## config.mk

```make
export PLATFORM = sky130hd
export DESIGN_NAME = mcu_alu
export DESIGN_NICKNAME = d
export VERILOG_FILES = /design/src/rtl/mcu_alu_pkg.sv /design/src/rtl/mcu_alu_addsub.sv /design/src/rtl/mcu_alu_word.sv /design/src/rtl/mcu_alu_mul.sv /design/src/rtl/mcu_alu.sv
export SDC_FILE = /design/constraint.sdc
export NUM_CORES = 1
export LEC_CHECK = 0
export BUFFER_PORTS_ARGS = -buffer_cell sky130_fd_sc_hd__buf_2
export CAP_MARGIN = 25
export CORE_ASPECT_RATIO = 0.8
export CORE_MARGIN = 3
export CORE_UTILIZATION = 47
export DETAILED_ROUTE_END_ITERATION = 8
export GPL_ROUTABILITY_DRIVEN = 0
export PLACE_DENSITY = 0.71
export SETUP_SLACK_MARGIN = 0.1
export SYNTH_ARGS = -nofsm -noshare
export SYNTH_HDL_FRONTEND = slang
export SYNTH_SLANG_ARGS = --single-unit
```

## constraint.sdc

```tcl
create_clock -name clk_i -period 1.75 [get_ports clk_i]
set_input_delay 0 -clock clk_i [delete_from_list [all_inputs] [get_ports clk_i]]
set_output_delay 0 -clock clk_i [all_outputs]
set_load 0.05 [all_outputs]
```

## src/rtl/mcu_alu_pkg.sv

```systemverilog
package mcu_alu_pkg;
  typedef enum logic [3:0] {
    OP_ADD  = 4'd0,
    OP_ADC  = 4'd1,
    OP_SUB  = 4'd2,
    OP_SBC  = 4'd3,
    OP_INC  = 4'd4,
    OP_DEC  = 4'd5,
    OP_COM  = 4'd6,
    OP_NEG  = 4'd7,
    OP_EOR  = 4'd8,
    OP_ADIW = 4'd9,
    OP_SBIW = 4'd10,
    OP_MUL  = 4'd11
  } alu_op_e;

  localparam int FLAG_C = 0;
  localparam int FLAG_Z = 1;
  localparam int FLAG_N = 2;
  localparam int FLAG_V = 3;
  localparam int FLAG_S = 4;
  localparam int FLAG_H = 5;
  localparam int FLAG_T = 6;
  localparam int FLAG_I = 7;
endpackage

```

## src/rtl/mcu_alu_addsub.sv

```systemverilog
module mcu_alu_addsub #(
  parameter int W = 8
) (
  input  logic [W-1:0] a_i,
  input  logic [W-1:0] b_i,
  input  logic         cin_i,
  input  logic         sub_i,
  output logic [W-1:0] res_o,
  output logic         c_o,
  output logic         h_o,
  output logic         v_o
);
  localparam int HB = W/2 - 1;
  localparam int MB = W - 1;

  logic [W-1:0] b_eff;
  logic         ci;
  logic [W:0]   sum;

  // subtract as a + ~b + ~borrow_in
  assign b_eff = sub_i ? ~b_i : b_i;
  assign ci    = sub_i ? ~cin_i : cin_i;
  assign sum   = {1'b0, a_i} + {1'b0, b_eff} + {{W{1'b0}}, ci};
  assign res_o = sum[W-1:0];
  assign c_o   = sub_i ? ~sum[W] : sum[W];

  always_comb begin
    if (sub_i) begin
      h_o = (~a_i[HB] & b_i[HB]) | (b_i[HB] & res_o[HB]) | (res_o[HB] & ~a_i[HB]);
      v_o = (a_i[MB] & ~b_i[MB] & ~res_o[MB]) | (~a_i[MB] & b_i[MB] & res_o[MB]);
    end else begin
      h_o = (a_i[HB] & b_i[HB]) | (b_i[HB] & ~res_o[HB]) | (~res_o[HB] & a_i[HB]);
      v_o = (a_i[MB] & b_i[MB] & ~res_o[MB]) | (~a_i[MB] & ~b_i[MB] & res_o[MB]);
    end
  end
endmodule

```

## src/rtl/mcu_alu_word.sv

```systemverilog
module mcu_alu_word #(
  parameter int W     = 8,
  parameter int IMM_W = 6
) (
  input  logic [W-1:0]     lo_i,
  input  logic [W-1:0]     hi_i,
  input  logic [IMM_W-1:0] imm_i,
  input  logic             sub_i,
  output logic [2*W-1:0]   res_o,
  output logic             c_o,
  output logic             v_o
);
  localparam int PW = 2 * W;

  logic [PW-1:0] pair;
  logic [PW-1:0] ext;
  logic          h_top;
  logic          r_top;

  assign pair  = {hi_i, lo_i};
  assign ext   = {{(PW-IMM_W){1'b0}}, imm_i};
  assign res_o = sub_i ? (pair - ext) : (pair + ext);
  assign h_top = hi_i[W-1];
  assign r_top = res_o[PW-1];
  assign c_o   = sub_i ? (r_top & ~h_top) : (~r_top & h_top);
  assign v_o   = sub_i ? (h_top & ~r_top) : (~h_top & r_top);
endmodule

```

## src/rtl/mcu_alu_mul.sv

```systemverilog
module mcu_alu_mul #(
  parameter int W = 8
) (
  input  logic [W-1:0]   a_i,
  input  logic [W-1:0]   b_i,
  output logic [2*W-1:0] prod_o
);
  localparam int PW = 2 * W;

  logic [PW-1:0] part [W];

  // shift-add partial products, summed in a chain
  for (genvar i = 0; i < W; i++) begin : g_pp
    logic [PW-1:0] row;
    assign row = b_i[i] ? ({{W{1'b0}}, a_i} << i) : '0;
    if (i == 0) begin : g_first
      assign part[i] = row;
    end else begin : g_next
      assign part[i] = part[i-1] + row;
    end
  end

  assign prod_o = part[W-1];
endmodule

```

## src/rtl/mcu_alu.sv

```systemverilog
module mcu_alu
  import mcu_alu_pkg::*;
#(
  parameter int W     = 8,
  parameter int IMM_W = 6,
  parameter int SW    = 8
) (
  input  logic             clk_i,
  input  logic             rst_ni,
  input  logic             valid_i,
  input  logic [3:0]       op_i,
  input  logic [W-1:0]     a_i,
  input  logic [W-1:0]     b_i,
  input  logic [IMM_W-1:0] imm_i,
  input  logic [SW-1:0]    sreg_i,
  output logic             valid_o,
  output logic [2*W-1:0]   res_o,
  output logic [SW-1:0]    sreg_o
);
  localparam int PW = 2 * W;
  localparam int MB = W - 1;
  localparam logic [W-1:0] ONE     = W'(1);
  localparam logic [W-1:0] MIN_NEG = {1'b1, {(W-1){1'b0}}};
  localparam logic [W-1:0] MAX_POS = {1'b0, {(W-1){1'b1}}};

  alu_op_e op;
  assign op = alu_op_e'(op_i);

  // shared byte adder/subtractor
  logic [W-1:0] as_a, as_b, as_res;
  logic         as_cin, as_sub, as_c, as_h, as_v;

  assign as_a   = (op == OP_NEG) ? '0 : a_i;
  assign as_b   = (op == OP_NEG) ? a_i : b_i;
  assign as_cin = ((op == OP_ADC) || (op == OP_SBC)) ? sreg_i[FLAG_C] : 1'b0;
  assign as_sub = (op == OP_SUB) || (op == OP_SBC) || (op == OP_NEG);

  mcu_alu_addsub #(.W(W)) u_addsub (
    .a_i   (as_a),
    .b_i   (as_b),
    .cin_i (as_cin),
    .sub_i (as_sub),
    .res_o (as_res),
    .c_o   (as_c),
    .h_o   (as_h),
    .v_o   (as_v)
  );

  logic [PW-1:0] wd_res;
  logic          wd_c, wd_v;

  mcu_alu_word #(.W(W), .IMM_W(IMM_W)) u_word (
    .lo_i  (a_i),
    .hi_i  (b_i),
    .imm_i (imm_i),
    .sub_i (op == OP_SBIW),
    .res_o (wd_res),
    .c_o   (wd_c),
    .v_o   (wd_v)
  );

  logic [PW-1:0] prod;

  mcu_alu_mul #(.W(W)) u_mul (
    .a_i    (a_i),
    .b_i    (b_i),
    .prod_o (prod)
  );

  logic [W-1:0]  byte_res;
  logic          byte_op;
  logic [PW-1:0] nxt_res;
  logic [SW-1:0] nxt_sreg;

  always_comb begin
    byte_res = '0;
    byte_op  = 1'b1;
    nxt_res  = '0;
    nxt_sreg = sreg_i;
    unique case (op)
      OP_ADD, OP_ADC, OP_SUB, OP_SBC, OP_NEG: begin
        byte_res         = as_res;
        nxt_sreg[FLAG_C] = (op == OP_NEG) ? (as_res != '0) : as_c;
        nxt_sreg[FLAG_H] = as_h;
        nxt_sreg[FLAG_V] = as_v;
      end
      OP_INC: begin
        byte_res         = a_i + ONE;
        nxt_sreg[FLAG_V] = (byte_res == MIN_NEG);
      end
      OP_DEC: begin
        byte_res         = a_i - ONE;
        nxt_sreg[FLAG_V] = (byte_res == MAX_POS);
      end
      OP_COM: begin
        byte_res         = ~a_i;
        nxt_sreg[FLAG_C] = 1'b1;
        nxt_sreg[FLAG_V] = 1'b0;
      end
      OP_EOR: begin
        byte_res         = a_i ^ b_i;
        nxt_sreg[FLAG_V] = 1'b0;
      end
      OP_ADIW, OP_SBIW: begin
        byte_op          = 1'b0;
        nxt_res          = wd_res;
        nxt_sreg[FLAG_C] = wd_c;
        nxt_sreg[FLAG_V] = wd_v;
        nxt_sreg[FLAG_N] = wd_res[PW-1];
        nxt_sreg[FLAG_Z] = (wd_res == '0);
        nxt_sreg[FLAG_S] = wd_res[PW-1] ^ wd_v;
      end
      OP_MUL: begin
        byte_op          = 1'b0;
        nxt_res          = prod;
        nxt_sreg[FLAG_C] = prod[PW-1];
        nxt_sreg[FLAG_Z] = (prod == '0);
      end
      default: begin
        byte_op = 1'b0;
      end
    endcase

    if (byte_op) begin
      nxt_res          = {{W{1'b0}}, byte_res};
      nxt_sreg[FLAG_N] = byte_res[MB];
      // SBC: zero only survives if it held before
      nxt_sreg[FLAG_Z] = (byte_res == '0) & ((op != OP_SBC) | sreg_i[FLAG_Z]);
      nxt_sreg[FLAG_S] = byte_res[MB] ^ nxt_sreg[FLAG_V];
    end
  end

  always_ff @(posedge clk_i or negedge rst_ni) begin
    if (!rst_ni) begin
      valid_o <= 1'b0;
      res_o   <= '0;
      sreg_o  <= '0;
    end else begin
      valid_o <= valid_i;
      if (valid_i) begin
        res_o  <= nxt_res;
        sreg_o <= nxt_sreg;
      end
    end
  end

  logic writes_nv;
  assign writes_nv = (op_i <= 4'd10);

  assert_lat_R2: assert property (@(posedge clk_i) disable iff (!rst_ni)
    valid_i |=> valid_o);

  assert_hold_R2: assert property (@(posedge clk_i) disable iff (!rst_ni)
    !valid_i |=> (!valid_o && $stable(res_o) && $stable(sreg_o)));

  assert_sign_R1: assert property (@(posedge clk_i) disable iff (!rst_ni)
    (valid_i && writes_nv) |=> (sreg_o[FLAG_S] == (sreg_o[FLAG_N] ^ sreg_o[FLAG_V])));

  assert_ti_pass_R12: assert property (@(posedge clk_i) disable iff (!rst_ni)
    valid_i |=> (sreg_o[FLAG_I:FLAG_T] == $past(sreg_i[FLAG_I:FLAG_T])));

  assert_com_flags_R7: assert property (@(posedge clk_i) disable iff (!rst_ni)
    (valid_i && op_i == 4'd6) |=> (sreg_o[FLAG_C] && !sreg_o[FLAG_V]));

  assert_incdec_keep_R6: assert property (@(posedge clk_i) disable iff (!rst_ni)
    (valid_i && (op_i == 4'd4 || op_i == 4'd5)) |=>
      (sreg_o[FLAG_C] == $past(sreg_i[FLAG_C]) && sreg_o[FLAG_H] == $past(sreg_i[FLAG_H])));

  assert_byte_hi_R13: assert property (@(posedge clk_i) disable iff (!rst_ni)
    (valid_i && op_i <= 4'd8) |=> (res_o[PW-1:W] == '0));
endmodule

```

==> results.env <==
TRITONCTS='done'
CP_MAX_FO=6
SYNTH.DISTINCT_CELLS=74
SLEW_HEADROOM=0.525
SYNTH_LARGEST_TYPE_AREA_FRACTION=0.147
CRITICAL_PATH_BUF_INV_COUNT=3
CAP_VIOLATIONS=0
DRT_ITER0_MARKERS=1148
IR_DROP_mV=0.523
ANTENNA_CELLS=0
POST_SYNTH_EDFFS=0
WORST_PIN_SLEW_NS=0.703
FINALCRITPERIODSHARE=2.30
DIE_AREA_SQ_MM=0.0135
NUM-NETS-FINAL=1132
TIMING.REG2REG.SETUP_SLACK_NS=0.77
CRITICAL-PATH-SLOWEST-CELL='sky130_fd_sc_hd__fa_1'
STARTPOINT_TYPE='input pin'
DIE_WIDTH_MICRONS=129
CLKLATENCYLATEPIN_NS=0.26
SINKS_ON_CLOCK_NET=25
CRITICAL_PATH.CELL_CHAIN='buf_12 > and2_4 > fa_2 > fa_1 > fa_1 > fa_1 > ha_4 > buf_6 > a21oi_4 > o21ai_4 > o41ai_4 > o21ai_1 > xnor2_1 > buf_4 > nand4_1 > nand3_1'
SETUP_TOTAL_NEGATIVE_SLACK_NS=-33.59
MIN_PERIOD_NS=4.03
NUM_IO_PINS=62
DETAIL_ROUTE.VIAS_PER_CELL=6.56
FIRST_GLOBAL_VIAS=6993
DR_TOTAL_VIAS=7440
SYNTH-MAIN-FF-CELL='sky130_fd_sc_hd__dfrtp_1'
HTREEDEPTH=1
CTS.PATH.MAX_BUFFERS=2
GRT_MAX_DEGREE=34
STARTPOINT_OF_THE_MOST_CRITICAL_HOLD_PATH='sreg_i[5]'
ROUTED_WIRE_LENGTH_PER_INSTANCE_MICRONS=24.2
FINALSETUPVIOLCOUNT=22
PWR_DENSITY_CELL_mW_PER_MM2=939
F_MAX_GHz=0.248
CRIT_REQUIRED_NS=1.95
CHIPHEIGHT_MICRONS=105
WORST_PATH_DOMINANT_CELL_FAMILY='adder cells'
POWER.LEAKAGE_nW=4.47
SEQ_AREA_FRAC_SYNTH=0.109
GLOBALROUTEOVERFLOWTOTAL=0
SYNTH.TOP_CELLS.BY_AREA='sky130_fd_sc_hd__ha_1 15%, sky130_fd_sc_hd__fa_1 14%, sky130_fd_sc_hd__dfrtp_1 11%, sky130_fd_sc_hd__xnor2_1 6.0%, sky130_fd_sc_hd__and2_1 5.1%'
POSTSYNTHAREAPERCELL_SQ_UM=8.09
VIOLATIONS='negative setup slack'
STARTING_DENSITY=0.489
PROPORTION_OF_REGISTER_BITS_WITH_ASYNCHRONOUS_SET_OR_RESET_AFTER_SYNTHESIS=1.00
TRITONCTS.NUM_BUFFERS=3
POSTSYNTHCELLCOUNT=707
WORST_PATH_MOST_REPEATED_CELL='sky130_fd_sc_hd__fa_1'
CRIT_ARRIVAL_NS=4.23
WIRE_LENGTH_OF_THE_FIRST_GLOBAL_ROUTING_PASS_MICRONS=35500
CRITPATHKIND='input pin to flip-flop'
DRT_PASS1_ITERATIONS=8
GRT_ANTENNA_BEFORE_REPAIR=0
ROOT_BUFFER='sky130_fd_sc_hd__clkbuf_16'
TYPE_OF_THE_TIGHTEST_MIN_DELAY_CHECK='input pin to flip-flop'
SYN_TO_LAYOUT_AREA_DELTA_PCT=63.5
COREAREA_SQ_MM=0.0117
GRT_SETUP_UNREPAIRED='yes'
R2R.WORST_PATH.CELLS=4
DP_HPWL_MICRONS=16800
REPORT.FINAL.HOLD_VIOL_COUNT=0
PLACEMENTROWS=35
POSTROUTEWIRELENGTH_MICRONS=27400
CRITPATHCAPTURETYPE='flip-flop'
WHS_ENDPOINT='sreg_o[5]'
TIMING.HOLD.WS_NS=0.0175
DRC_VIOLATIONS_LEFT=0
SLEW_VIOLATIONS=0
CTS.REPORTEDPATHS.CLKPINSLEW_NS=0.07
POSTLAYOUTSETUPSLACKWORST_NS=-2.28
SYNTH_TOP_AREA_CELL='sky130_fd_sc_hd__ha_1'
YOSYSWARNINGS=0
MAX_STAGE_DELAY_NS=0.59
POSTSYNTHNETCOUNT=852
WORSTREG2REGEND='sreg_o[1]'
RUN_STATUS='finished with violations'
POST-SYNTH-TOP-COUNT-CELL='sky130_fd_sc_hd__ha_1'
WORSTREG2REGSTART='sreg_o[1]'
POSTROUTEANTENNANETS=0
FINALCLOCKSKEW_NS=0
SYNTH.TOP_CELLS.BY_COUNT='67 x sky130_fd_sc_hd__ha_1, 65 x sky130_fd_sc_hd__nor2_1, 53 x sky130_fd_sc_hd__inv_1'
DRIVE_GT1_FRAC=0.474
HOLDPATHSTAGES=3
GLOBAL_ROUTE.USAGE.TOTAL=0.329
MAPPEDNETLISTAREA_SQ_MM=0.00572
NUMPORTBUFFERS=61
YOSYS_REGISTER_BITS=25
## worst max path at each step
stage | startpoint | endpoint | slack (ns) | cells past startpoint
6_report | b_i[5] | sreg_o[1] | -2.28 | 16
5_1_grt | b_i[2] | sreg_o[1] | -2.38 | 19
4_1_cts | b_i[2] | sreg_o[1] | -2.06 | 16
3_5_place_dp | a_i[4] | sreg_o[1] | -2.48 | 16
3_3_place_gp | b_i[7] | res_o[14] | -2.43 | 15
2_1_floorplan | a_i[3] | sreg_o[1] | -2.29 | 16
## worst min-delay path, cell delays in order
cell                      delay (ns)
sky130_fd_sc_hd__buf_2          0.08
sky130_fd_sc_hd__a21oi_1        0.05
sky130_fd_sc_hd__a21oi_1        0.11
## flip-flops by register name, summed over array words and instances, names as in the netlist
register	count
res_o	16
sreg_o	8
valid_o	1
## power by group
group	switching [W]	leakage [nW]	internal [W]
clock network	0.000207	0.0409	0.000308
logic	0.00383	4.12	0.00372
registers	0.0000596	0.305	0.000663
## stage by stage
stage	area, sq um	util	worst slack (ns)	power [W]	instances
6_report	9350	0.800	-2.28	0.00879	1134
5_1_grt	9350	0.800	-2.38	0.00910	1134
4_1_cts	8670	0.742	-2.06	0.00745	1111
3_5_place_dp	7790	0.666	-2.48	0.00554	1085
3_3_place_gp	7790	0.666	-2.43	0.00541	1085
2_1_floorplan	6070	-	-2.29	0.00361	707
## layer usage
metal / track usage / vias to the layer above / share of wire
met2: 0.547 / 644 / 0.45
li1: - / 3063 / -
met5: 0 / - / 0
met3: 0.0659 / 268 / 0.12
met1: 0.414 / 3465 / 0.34
met4: 0.139 / 0 / 0.086
## cell usage in the layout, fill, tap and decap left out, drive strengths merged, types with 4 or more instances in the layout
| cell | synthesis | routed |
|---|---|---|
| a211oi | 6 | 6 |
| a21o | 16 | 16 |
| a21oi | 51 | 51 |
| a221oi | 10 | 10 |
| a31oi | 12 | 12 |
| and2 | 48 | 48 |
| and3b | 4 | 4 |
| buf | 9 | 305 |
| dfrtp | 25 | 25 |
| fa | 41 | 41 |
| ha | 67 | 67 |
| inv | 53 | 53 |
| mux2 | 8 | 8 |
| mux2i | 8 | 8 |
| nand2 | 52 | 52 |
| nand2b | 5 | 5 |
| nand3 | 11 | 11 |
| nor2 | 65 | 65 |
| nor2b | 12 | 12 |
| nor3 | 19 | 19 |
| nor4 | 4 | 4 |
| o211a | 4 | 4 |
| o211ai | 5 | 5 |
| o21a | 10 | 10 |
| o21ai | 21 | 21 |
| o22ai | 5 | 5 |
| o31ai | 4 | 4 |
| o41ai | 7 | 7 |
| or3 | 6 | 6 |
| xnor2 | 39 | 39 |
| xor2 | 6 | 6 |
## final cells by class
| type | count | area (sq um) |
|---|---|---|
| fillers | 670 | 2340 |
| flip-flops and latches | 25 | 626 |
| clock inverters | 1 | 5.00 |
| well taps | 148 | 185 |
| repair buffers | 308 | 2490 |
| inverters | 54 | 203 |
| clock buffers | 3 | 75.1 |
| multi-input cells | 595 | 5770 |
## timing repair
action                                  in CTS  in global routing
gates resized for setup                    131                103
pin swaps                                   74                 81
hold endpoints to repair                    27                  0
buffers inserted                            22                 29
endpoints found under the setup margin      22                 22
hold buffers                                 3                  0
## logic make-up (layout without fill, tap and decap cells)
| kind of cell | count (synthesis) | in the layout | synth area share |
|---|---|---|---|
| xor+xnor | 45 | 45 | 0.0689 |
| compound gates | 178 | 178 | 0.217 |
| flops | 25 | 25 | 0.109 |
| simple gates | 248 | 248 | 0.225 |
| mux | 16 | 16 | 0.0297 |
| buf+inv | 87 | 366 | 0.0601 |
| fa+ha+maj | 108 | 108 | 0.290 |
(Power assumes the default switching activity.)
